$ cat config.mk
export PLATFORM = sky130hd
export DESIGN_NAME = cpu_clk_stretch
export DESIGN_NICKNAME = d
export VERILOG_FILES = /design/src/rtl/cpu_clk_stretch.sv
export SDC_FILE = /design/constraint.sdc
export NUM_CORES = 1
export LEC_CHECK = 0
export BUFFER_PORTS_ARGS = -buffer_cell sky130_fd_sc_hd__buf_2
export CORE_AREA = 3 3 40 42
export CTS_CLUSTER_SIZE = 30
export DETAILED_ROUTE_END_ITERATION = 8
export DIE_AREA = 0 0 43 45
export HOLD_SLACK_MARGIN = 0.1
export MAX_ROUTING_LAYER = met4
export SLEW_MARGIN = 20
export SYNTH_ARGS = -nofsm -noshare
export SYNTH_HDL_FRONTEND = slang
export SYNTH_SLANG_ARGS = --single-unit
$ cat constraint.sdc
create_clock -name clk_ref -period 2.55 [get_ports clk_ref]
set_input_delay 0.51 -clock clk_ref [delete_from_list [all_inputs] [get_ports clk_ref]]
set_output_delay 0.51 -clock clk_ref [all_outputs]
set_load 0.02 [all_outputs]
$ cat src/rtl/cpu_clk_stretch.sv
module cpu_clk_stretch #(
  parameter int LOW_LEN   = 3,
  parameter int HIGH_IDLE = 3,
  parameter int HIGH_BUS  = 4
) (
  input  logic clk_ref,
  input  logic rst_n,
  input  logic as_n,
  output logic cpu_clk,
  output logic rise_stb,
  output logic fall_stb
);
  localparam int MAXL  = (LOW_LEN > HIGH_IDLE) ? ((LOW_LEN > HIGH_BUS) ? LOW_LEN : HIGH_BUS)
                                               : ((HIGH_IDLE > HIGH_BUS) ? HIGH_IDLE : HIGH_BUS);
  localparam int MINL  = (LOW_LEN < HIGH_IDLE) ? ((LOW_LEN < HIGH_BUS) ? LOW_LEN : HIGH_BUS)
                                               : ((HIGH_IDLE < HIGH_BUS) ? HIGH_IDLE : HIGH_BUS);
  localparam int CW    = $clog2(MAXL + 1);
  localparam int RW    = CW + 1;

  logic [1:0]    as_sync;
  logic [CW-1:0] cnt      = '0;
  logic [CW-1:0] hi_len_q = CW'(HIGH_IDLE);
  logic          clk_q    = 1'b0;

  always_ff @(posedge clk_ref or negedge rst_n)
    if (!rst_n) as_sync <= 2'b00;
    else        as_sync <= {as_sync[0], ~as_n};

  wire           bus_act   = as_sync[1];
  wire [CW-1:0]  cur_len   = clk_q ? hi_len_q : CW'(LOW_LEN);
  wire           phase_end = (cnt == cur_len - CW'(1));

  always_ff @(posedge clk_ref) begin
    if (phase_end) begin
      cnt   <= '0;
      clk_q <= ~clk_q;
      if (!clk_q) hi_len_q <= bus_act ? CW'(HIGH_BUS) : CW'(HIGH_IDLE);
    end else begin
      cnt <= cnt + CW'(1);
    end
  end

  assign cpu_clk  = clk_q;
  assign rise_stb =  clk_q & (cnt == '0);
  assign fall_stb = ~clk_q & (cnt == '0);

  logic [RW-1:0] run_q = '0;
  always_ff @(posedge clk_ref)
    if (rise_stb | fall_stb) run_q <= RW'(1);
    else if (run_q != '1)    run_q <= run_q + RW'(1);

  p_low_len_r1: assert property (@(posedge clk_ref) disable iff (!rst_n)
    rise_stb |-> run_q == RW'(LOW_LEN));
  p_high_len_r2: assert property (@(posedge clk_ref) disable iff (!rst_n)
    fall_stb |-> (run_q == RW'(HIGH_IDLE) || run_q == RW'(HIGH_BUS)));
  p_min_phase_r4: assert property (@(posedge clk_ref) disable iff (!rst_n)
    (rise_stb || fall_stb) |-> run_q >= RW'(MINL));
  p_len_held_r4: assert property (@(posedge clk_ref) disable iff (!rst_n)
    (cpu_clk && !rise_stb) |-> $stable(hi_len_q));
  p_rise_edge_r7: assert property (@(posedge clk_ref) disable iff (!rst_n)
    rise_stb |-> !$past(cpu_clk));
  p_fall_edge_r8: assert property (@(posedge clk_ref) disable iff (!rst_n)
    fall_stb |-> $past(cpu_clk));
endmodule

==> flow_metrics.env, run 1 <==
export IMPL_ys_seq_area_share_pct=52.8
export IMPL_io_buffer_count=5
export IMPL_arrival_ns=1.72
export IMPL_nets=46
export IMPL_viasPerCell=4.62
export IMPL_required_ns=2.51
export IMPL_synth_top_family_by_area="simple AND/OR/NAND/NOR gates"
export IMPL_worst_path_buf_inv=0
export IMPL_setup_viol=0
export IMPL_p_leak_nw=0.182
export IMPL_fmax_mhz=567
export IMPL_fin_crit_sh_pct=69.1
export IMPL_cts_tree="built"
export IMPL_p_per_area_mw_per_mm2=514
export IMPL_ant_nets=0
export IMPL_peakVddDrop_v=0.000229
export IMPL_synth_fa_ha_area_share_pct=6.60
export IMPL_boundaryPins=6
export IMPL_rsz0062_at_grt="false"
export IMPL_dr_pass1_iters=2
export IMPL_clock_latency_ns=0.25
export IMPL_slew_headroom_pct=65.5
export IMPL_ys_ff_latch=8
export IMPL_crit_type="register to register"
export IMPL_seqPwrFrac_pct=57.1
export IMPL_switchingPower_uw=39.9
export IMPL_overflow=0
export IMPL_clk_pin_slew_ns=0.06
export IMPL_die_area_mm2=0.00194
export IMPL_numCtsBuffers=3
export IMPL_synth_avg_cell_area_um2=12.6
export IMPL_synth_simple_gate_area_share_pct=23.8
export IMPL_final_cell_mix="5 x inv_1, 5 x buf_2, 3 x clkbuf_4, 3 x dfxtp_1, 3 x edfxtp_1"
export IMPL_synth_xor_area_share_pct=2.31
export IMPL_fin_skew_ns=0.00879
export IMPL_die_h_um=45
export IMPL_syn_inst=30
export IMPL_cp_slowest_cell="or4bb_1"
export IMPL_fillers=135
export IMPL_switching_share_pct=16.9
export IMPL_crit_family="simple AND/OR/NAND/NOR gates"
export IMPL_grt_max_degree=8
export IMPL_routed_wl_um=548
export IMPL_num_rows=13
export IMPL_power_internal_uw=196
export IMPL_synth_area_um2=379
export IMPL_drtIter0Drc=1
export IMPL_crit_fanout=7
export IMPL_wl_per_cell_um=9.96
export IMPL_crit_chain="or4bb_1 -> a211oi_2 -> o31a_1"
export IMPL_antenna_cells=0
export IMPL_htreeDepth=1
export IMPL_combPwrFrac_pct=1.5
export IMPL_multi_input_area_um2=160
export IMPL_grt_util_all_layers_pct=7.08
export IMPL_tns_ns=0
export IMPL_grt_pass1_wl_um=959
export IMPL_synth_compound_area_share_pct=9.57
export IMPL_slowest_delay_ns=0.52
export IMPL_clockBufferDepth=2
export IMPL_synthToLayoutAreaGrowth_pct=21.1
export IMPL_drc=0
export IMPL_pwr_share_clk_pct=41.4
export IMPL_layout_min_cycle_time_ns=1.76
export IMPL_syn_num_nets=35
export IMPL_status="complete, no violations"
export IMPL_cts_repair_resized=0
export IMPL_slew_violations=0
export IMPL_antenna_found_initial=0
export IMPL_yosys_warnings=0
export IMPL_cts_sinks=8
export IMPL_hold_viol=0
export IMPL_postLayoutCoreUtil_pct=35.7
export IMPL_seq_area_um2=200
export IMPL_drive_above_1_share_pct=27.5
export IMPL_synth_cell_types=17
export IMPL_tightest_slew_ns=0.516
export IMPL_start_util_pct=29.5
export IMPL_gp_congestion=0.660
export IMPL_cts_root_buffer="clkbuf_4"
export IMPL_via_count=254
export IMPL_die_w_um=43
export IMPL_critical_path_endpoint_type="register"
export IMPL_grt_pass1_vias=254
export IMPL_cap_violations=0
export IMPL_synth_area_mux_share_pct=0
export IMPL_total_power_uw=236
export IMPL_core_mm2=0.00128
export IMPL_hp_class="register to register"
export IMPL_start_kind="register"
export IMPL_dp_hpwl_um=460
==> cell families (layout without fill, tap and decap cells) <==
kind of cell             after synthesis  count (layout)
AO/OA/AOI/OAI                          3               3
XOR/XNOR                               1               1
adder cells (fa/ha/maj)                2               2
buffers and inverters                  5              15
flip-flops                             8               8
AND/OR/NAND/NOR                       11              11
==> timing repair <==
item | in CTS | in global routing
setup buffers | 0 | 0
endpoints found under the hold margin | 2 | 0
hold buffers | 1 | 0
==> sequential cells by signal (all words and copies together), names as in the netlist <==
signal    flops
cpu_clk       1
cnt           3
as_sync       2
hi_len_q      2
==> final cells by class <==
class | instances | share of cell area (%)
multi-input combinational | 17 | 34.9
clock buffer | 4 | 5.72
timing repair buffer | 6 | 7.63
tap | 15 | 4.09
inverter | 5 | 4.09
sequential | 8 | 43.6
==> layer usage <==
metal	global-route usage, %	part of all wire (%)	wire [µm]
met5	-	0	0
met4	7.23	0	0
met3	1.59	4.7	26
met2	11.1	55	304
met1	7.13	40	217
==> synthesized netlist by cell type <==
library cell | number | area [µm²]
nor3_2 | 1 | 10.0
nand4b_1 | 1 | 8.76
nor4b_1 | 1 | 8.76
nand2b_1 | 1 | 6.26
or4bb_1 | 2 | 22.5
ha_1 | 2 | 25.0
o31a_1 | 1 | 8.76
nor3b_1 | 2 | 15.0
xnor2_1 | 1 | 8.76
dfxtp_1 | 3 | 60.1
nor4_1 | 2 | 12.5
a2111oi_2 | 1 | 15.0
or3_1 | 1 | 6.26
edfxtp_1 | 3 | 90.1
a211oi_2 | 1 | 12.5
dfrtp_1 | 2 | 50.1
inv_1 | 5 | 18.8
==> power groups by stage <==
stage / sequential (mW) / clock, mW / combinational, mW
floorplan: 0.137 / 0 / 0.000476
finish: 0.135 / 0.0978 / 0.00343
global placement: 0.137 / 0 / 0.00224
detailed placement: 0.137 / 0 / 0.00233
global route: 0.135 / 0.110 / 0.00421
CTS: 0.135 / 0.104 / 0.00354
==> worst paths after layout <==
path,startpoint,end,slack (ns),cells past startpoint
min reg2reg,as_sync[0],as_sync[1],0.35,0
max in group asynchronous,rst_n,as_sync[1],1.89,2
max reg2reg,cnt[0],hi_len_q[1],0.79,3
min in group asynchronous,rst_n,as_sync[0],0.57,2
min,as_sync[0],as_sync[1],0.35,0
max,cnt[0],hi_len_q[1],0.79,3
==> through the flow <==
| stage | instance area (µm²) | setup WS (ns) | hold slack (ns) | std cells |
|---|---|---|---|---|
| detailed placement | 423 | 0.777 | 0.296 | 50 |
| global placement | 423 | 0.815 | 0.295 | 50 |
| floorplan | 379 | 0.856 | 0.214 | 30 |
| finish | 459 | 0.787 | 0.348 | 55 |
| CTS | 459 | 0.774 | 0.352 | 55 |
| global route | 459 | 0.652 | 0.355 | 55 |
Power figures use the tool's default switching activity.
==> run 2, diff against run 1 <==
Clock period 2.55 ns to 1.7 ns, I/O delays scaled along.
==> run 2 against run 1 <==
  * The flow now finishes with violations (negative setup slack)
  * Via count grew 15%
  * Clock power rose by 55%
  * Total power increased by 52%
  * First-iteration DRC count unchanged
  * Critical endpoint unchanged
  * Largest power group unchanged
==> flow_metrics.env, run 2 (same netlist as run 1, synthesis figures left out) <==
export IMPL_start_util_pct=29.5
export IMPL_slew_headroom_pct=66.1
export IMPL_fin_crit_sh_pct=103
export IMPL_viasPerCell=4.79
export IMPL_r2r_slack_ns=-0.05
export IMPL_boundaryPins=6
export IMPL_cts_sinks=8
export IMPL_fmax_mhz=572
export IMPL_crit_fanout=4
export IMPL_switchingPower_uw=64.7
export IMPL_via_count=292
export IMPL_core_mm2=0.00128
export IMPL_crit_type="register to register"
export IMPL_failed_checks="negative setup slack"
export IMPL_tightest_slew_ns=0.508
export IMPL_worstHoldStart="as_n"
export IMPL_peakVddDrop_v=0.000374
export IMPL_postLayoutSetupSlackWorst_ns=-0.0471
export IMPL_wl_per_cell_um=13.0
export IMPL_die_area_mm2=0.00194
export IMPL_ant_nets=0
export IMPL_dpl_cell_count=55
export IMPL_antenna_cells=0
export IMPL_switching_share_pct=18.0
export IMPL_p_leak_nw=0.216
export IMPL_setup_viol=2
export IMPL_holdPathStages=2
export IMPL_grt_pass1_vias=329
export IMPL_fin_skew_ns=0.00597
export IMPL_die_h_um=45
export IMPL_grt_max_degree=6
export IMPL_layout_min_cycle_time_ns=1.75
export IMPL_r2r_end="hi_len_q[1]"
export IMPL_drc=0
export IMPL_rsz0062_at_grt="true"
export IMPL_required_ns=1.66
export IMPL_clk_pin_slew_ns=0.05
export IMPL_status="finished with violations"
export IMPL_tns_ns=-0.0868
export IMPL_drive_above_1_share_pct=43.5
export IMPL_start_kind="register"
export IMPL_io_buffer_count=5
export IMPL_hp_class="input pin to register"
export IMPL_routed_wl_um=791
export IMPL_arrival_ns=1.70
export IMPL_seqPwrFrac_pct=56.3
export IMPL_slew_violations=0
export IMPL_clockBufferDepth=2
export IMPL_gp_congestion=0.729
export IMPL_cts_tree="built"
export IMPL_r2r_start="hi_len_q[1]"
export IMPL_die_w_um=43
export IMPL_critical_path_endpoint_type="register"
export IMPL_cap_violations=0
export IMPL_htreeDepth=1
export IMPL_reg2regPathDepth=3
export IMPL_synthToLayoutAreaGrowth_pct=36.6
export IMPL_cts_root_buffer="clkbuf_4"
export IMPL_min_to="as_sync[0]"
export IMPL_regMostFlops="cnt"
export IMPL_nets=52
export IMPL_grt_pass1_wl_um=1400
export IMPL_stdcell_count=61
export IMPL_antenna_found_initial=0
export IMPL_combPwrFrac_pct=1.5
export IMPL_grt_util_all_layers_pct=10.7
export IMPL_clock_latency_ns=0.25
export IMPL_numCtsBuffers=3
export IMPL_fillers=125
export IMPL_p_per_area_mw_per_mm2=693
export IMPL_hold_viol=0
export IMPL_final_cell_mix="6 x buf_4, 5 x buf_2, 4 x inv_1, 3 x clkbuf_4, 3 x edfxtp_1"
export IMPL_drtIter0Drc=1
export IMPL_num_rows=13
export IMPL_layout_commonest_cell="buf_4"
export IMPL_overflow=0
export IMPL_dr_pass1_iters=2
export IMPL_pwr_share_clk_pct=42.2
export IMPL_power_internal_uw=294
export IMPL_largest_registers="cnt (3), as_sync (2), hi_len_q (2)"
export IMPL_largest_reg_flops=3
-- run 2: cell types whose count changed in the layout (fill, tap and decap cells not counted), sizes merged --
cell,delta
buf,+6
-- run 2: cell type report --
class	instances	area, µm²	area share (%)
clock buffer	4	26.3	5.07
inverter	5	18.8	3.62
multi-input combinational	17	173	33.3
sequential	8	201	38.9
tap	15	18.8	3.62
timing repair buffer	12	80.1	15.5
-- run 2: how the worst max path moves through the flow --
stage / cells past startpoint / endpoint / startpoint
2_1_floorplan: 3 / hi_len_q[1] / cnt[0]
3_3_place_gp: 3 / hi_len_q[2] / hi_len_q[1]
3_5_place_dp: 3 / hi_len_q[2] / hi_len_q[1]
4_1_cts: 3 / hi_len_q[1] / hi_len_q[1]
5_1_grt: 3 / hi_len_q[1] / hi_len_q[2]
6_report: 3 / hi_len_q[1] / hi_len_q[1]
-- run 2: metal layers --
metal	global-route usage, %	routed length [µm]	up-vias
met5	-	0	-
met4	7.23	0	0
met3	5.18	42	0
met2	17.4	438	6
met1	10.1	310	139
li1	-	-	147
-- run 2: worst max-delay path: stages (launching register included) --
cell,delay (ns)
edfxtp_1,0.41
or4bb_1,0.55
a211oi_4,0.30
o31a_1,0.20
-- run 2: metrics by stage --
stage                     setup WS, ns  hold slack [ns]  power, mW  instance area (µm²)  util (%)
after global routing            -0.108            0.218      0.384                  518      40.3
after floorplan                 0.0443           0.0444      0.207                  379         -
after detailed placement       -0.0298            0.126      0.210                  460      35.8
after CTS                     -0.00805            0.214      0.370                  512      39.8
final                          -0.0471            0.226      0.359                  518      40.3
after global placement          0.0519            0.125      0.209                  460      35.8
-- run 2: power groups by stage --
| stage | combinational (mW) | clock, mW | sequential [mW] |
|---|---|---|---|
| after global routing | 0.00634 | 0.176 | 0.202 |
| after detailed placement | 0.00357 | 0 | 0.206 |
| final | 0.00533 | 0.152 | 0.202 |
| after floorplan | 0.000714 | 0 | 0.206 |
| after CTS | 0.00548 | 0.162 | 0.202 |
| after global placement | 0.00346 | 0 | 0.206 |
-- run 2: repair_timing --
item / in CTS / in global routing
endpoints found under the setup margin: 3 / 7
endpoints found under the hold margin: 2 / 0
hold buffers: 1 / 0
gates resized for setup: 0 / 4
setup buffers: 2 / 0
==> run 3, diff against run 2 <==
Settings changed: CORE_AREA 3 3 40 42 to 2 2 39 41, DIE_AREA 0 0 43 45 to 0 0 41 43, MAX_ROUTING_LAYER met4 to not set.
==> run 3 against run 2 <==
  * The flow now finishes without violations
  * Clock power up 5%
  * Count of clock-buffer cells in the layout unchanged
  * Sequential power hardly changed
  * Largest power group unchanged
==> flow_metrics.env, run 3 (same netlist as run 1, synthesis figures left out) <==
export IMPL_status="complete, no violations"
export IMPL_antenna_found_initial=0
export IMPL_tightest_slew_ns=0.375
export IMPL_cap_violations=0
export IMPL_layout_commonest_cell="buf_4"
export IMPL_htreeDepth=1
export IMPL_clock_latency_ns=0.26
export IMPL_numCtsBuffers=3
export IMPL_die_h_um=43
export IMPL_slew_headroom_pct=75.0
export IMPL_post_place_ws_ns=0.0576
export IMPL_boundaryPins=6
export IMPL_die_area_mm2=0.00176
export IMPL_drtIter0Drc=0
export IMPL_crit_type="register to register"
export IMPL_hp_class="input pin to register"
export IMPL_largest_registers="cnt (3), as_sync (2), hi_len_q (2)"
export IMPL_fin_crit_sh_pct=97.7
export IMPL_io_buffer_count=5
export IMPL_p_per_area_mw_per_mm2=717
export IMPL_cp_slowest_cell="or4bb_1"
export IMPL_rsz0062_at_grt="true"
export IMPL_slowest_delay_ns=0.51
export IMPL_num_rows=14
export IMPL_hold_viol=0
export IMPL_regMostFlops="cnt"
export IMPL_total_power_uw=367
export IMPL_start_util_pct=27.4
export IMPL_via_count=276
export IMPL_crit_fanout=4
export IMPL_dpl_cell_count=56
export IMPL_p_leak_nw=0.211
export IMPL_worst_path_buf_inv=0
export IMPL_arrival_ns=1.62
export IMPL_overflow=0
export IMPL_drc=0
export IMPL_dp_hpwl_um=505
export IMPL_ant_nets=0
export IMPL_setup_viol=0
export IMPL_required_ns=1.66
export IMPL_clockBufferDepth=2
export IMPL_cts_root_buffer="clkbuf_4"
export IMPL_largest_reg_flops=3
export IMPL_start_kind="register"
export IMPL_cts_sinks=8
export IMPL_critical_path_endpoint_type="register"
export IMPL_grt_pass1_wl_um=1190
export IMPL_synthToLayoutAreaGrowth_pct=35.0
export IMPL_nets=51
export IMPL_layout_min_cycle_time_ns=1.66
export IMPL_final_cell_mix="6 x buf_4, 4 x inv_1, 4 x buf_2, 3 x clkbuf_4, 3 x edfxtp_1"
export IMPL_fmax_mhz=602
export IMPL_crit_family="simple AND/OR/NAND/NOR gates"
export IMPL_post_cts_setup_buffers=0
export IMPL_grt_max_degree=6
export IMPL_drive_above_1_share_pct=44.4
export IMPL_crit_chain="or4bb_1 -> a211oi_2 -> o31a_1"
export IMPL_die_w_um=41
export IMPL_fin_skew_ns=0.0139
export IMPL_viasPerCell=4.52
export IMPL_grt_pass1_vias=288
export IMPL_slew_violations=0
export IMPL_gp_congestion=0.689
export IMPL_dr_pass1_iters=1
export IMPL_core_mm2=0.00138
export IMPL_grt_util_all_layers_pct=11.0
export IMPL_stdcell_count=61
export IMPL_wl_per_cell_um=10.8
export IMPL_antenna_cells=0
export IMPL_clk_pin_slew_ns=0.06
export IMPL_peakVddDrop_v=0.000287
export IMPL_cts_tree="built"
export IMPL_postLayoutCoreUtil_pct=37.0
export IMPL_routed_wl_um=659
export IMPL_postLayoutSetupSlackWorst_ns=0.0387
-- run 3: changes by cell type in the layout (fill, tap and decap cells not counted) --
| cell | delta |
|---|---|
| a211oi_2 | +1 |
| a211oi_4 | -1 |
| buf_2 | -1 |
| nor3b_1 | -1 |
| nor3b_2 | +1 |
-- run 3: worst paths after layout --
path                       slack, ns  cells after the start          end   startpoint
max                             0.04                      3  hi_len_q[2]  hi_len_q[1]
min in group asynchronous       0.40                      2   as_sync[0]        rst_n
max reg2reg                     0.04                      3  hi_len_q[2]  hi_len_q[1]
min reg2reg                     0.35                      0   as_sync[1]   as_sync[0]
min                             0.23                      2   as_sync[0]         as_n
max in group asynchronous       1.20                      2   as_sync[1]        rst_n
-- run 3: layer usage --
layer | up-vias | track usage [%] | routed length [µm] | part of all wire [%]
met4 | 0 | 8.00 | 0 | 0
met5 | - | 0 | 0 | 0
met3 | 0 | 7.85 | 29 | 4.4
met1 | 130 | 12.0 | 299 | 45
li1 | 142 | - | - | -
met2 | 4 | 14.1 | 330 | 50
-- run 3: cell type report --
cell class                 count  area, µm²
multi-input combinational     17        170
inverter                       5       18.8
timing repair buffer          11       75.1
fill                         145        872
sequential                     8        201
clock buffer                   4       26.3
tap                           16       20.0
-- run 3: power breakdown --
part           internal (mW)  switching, mW  total (mW)
clock network         0.0900         0.0694       0.159
logic                0.00341        0.00183     0.00524
registers              0.201       0.000787       0.202
total                  0.295         0.0720       0.367
-- run 3: worst reg2reg max path, stage by stage, from the launching register on --
cell	delay [ns]
edfxtp_1	0.41
or4bb_1	0.51
a211oi_2	0.25
o31a_1	0.19
-- run 3: timing repair --
action,CTS,global route
hold endpoints to repair,2,0
setup endpoints to repair,0,4
resized for setup,0,5
hold buffers,1,0
-- run 3: through the flow --
stage / TNS, ns / cell area [µm²] / hold slack, ns
final: 0 / 512 / 0.228
after global routing: -0.128 / 512 / 0.212
after CTS: 0 / 498 / 0.218
after detailed placement: 0 / 462 / 0.129
after global placement: 0 / 462 / 0.127
after floorplan: 0 / 379 / 0.0444
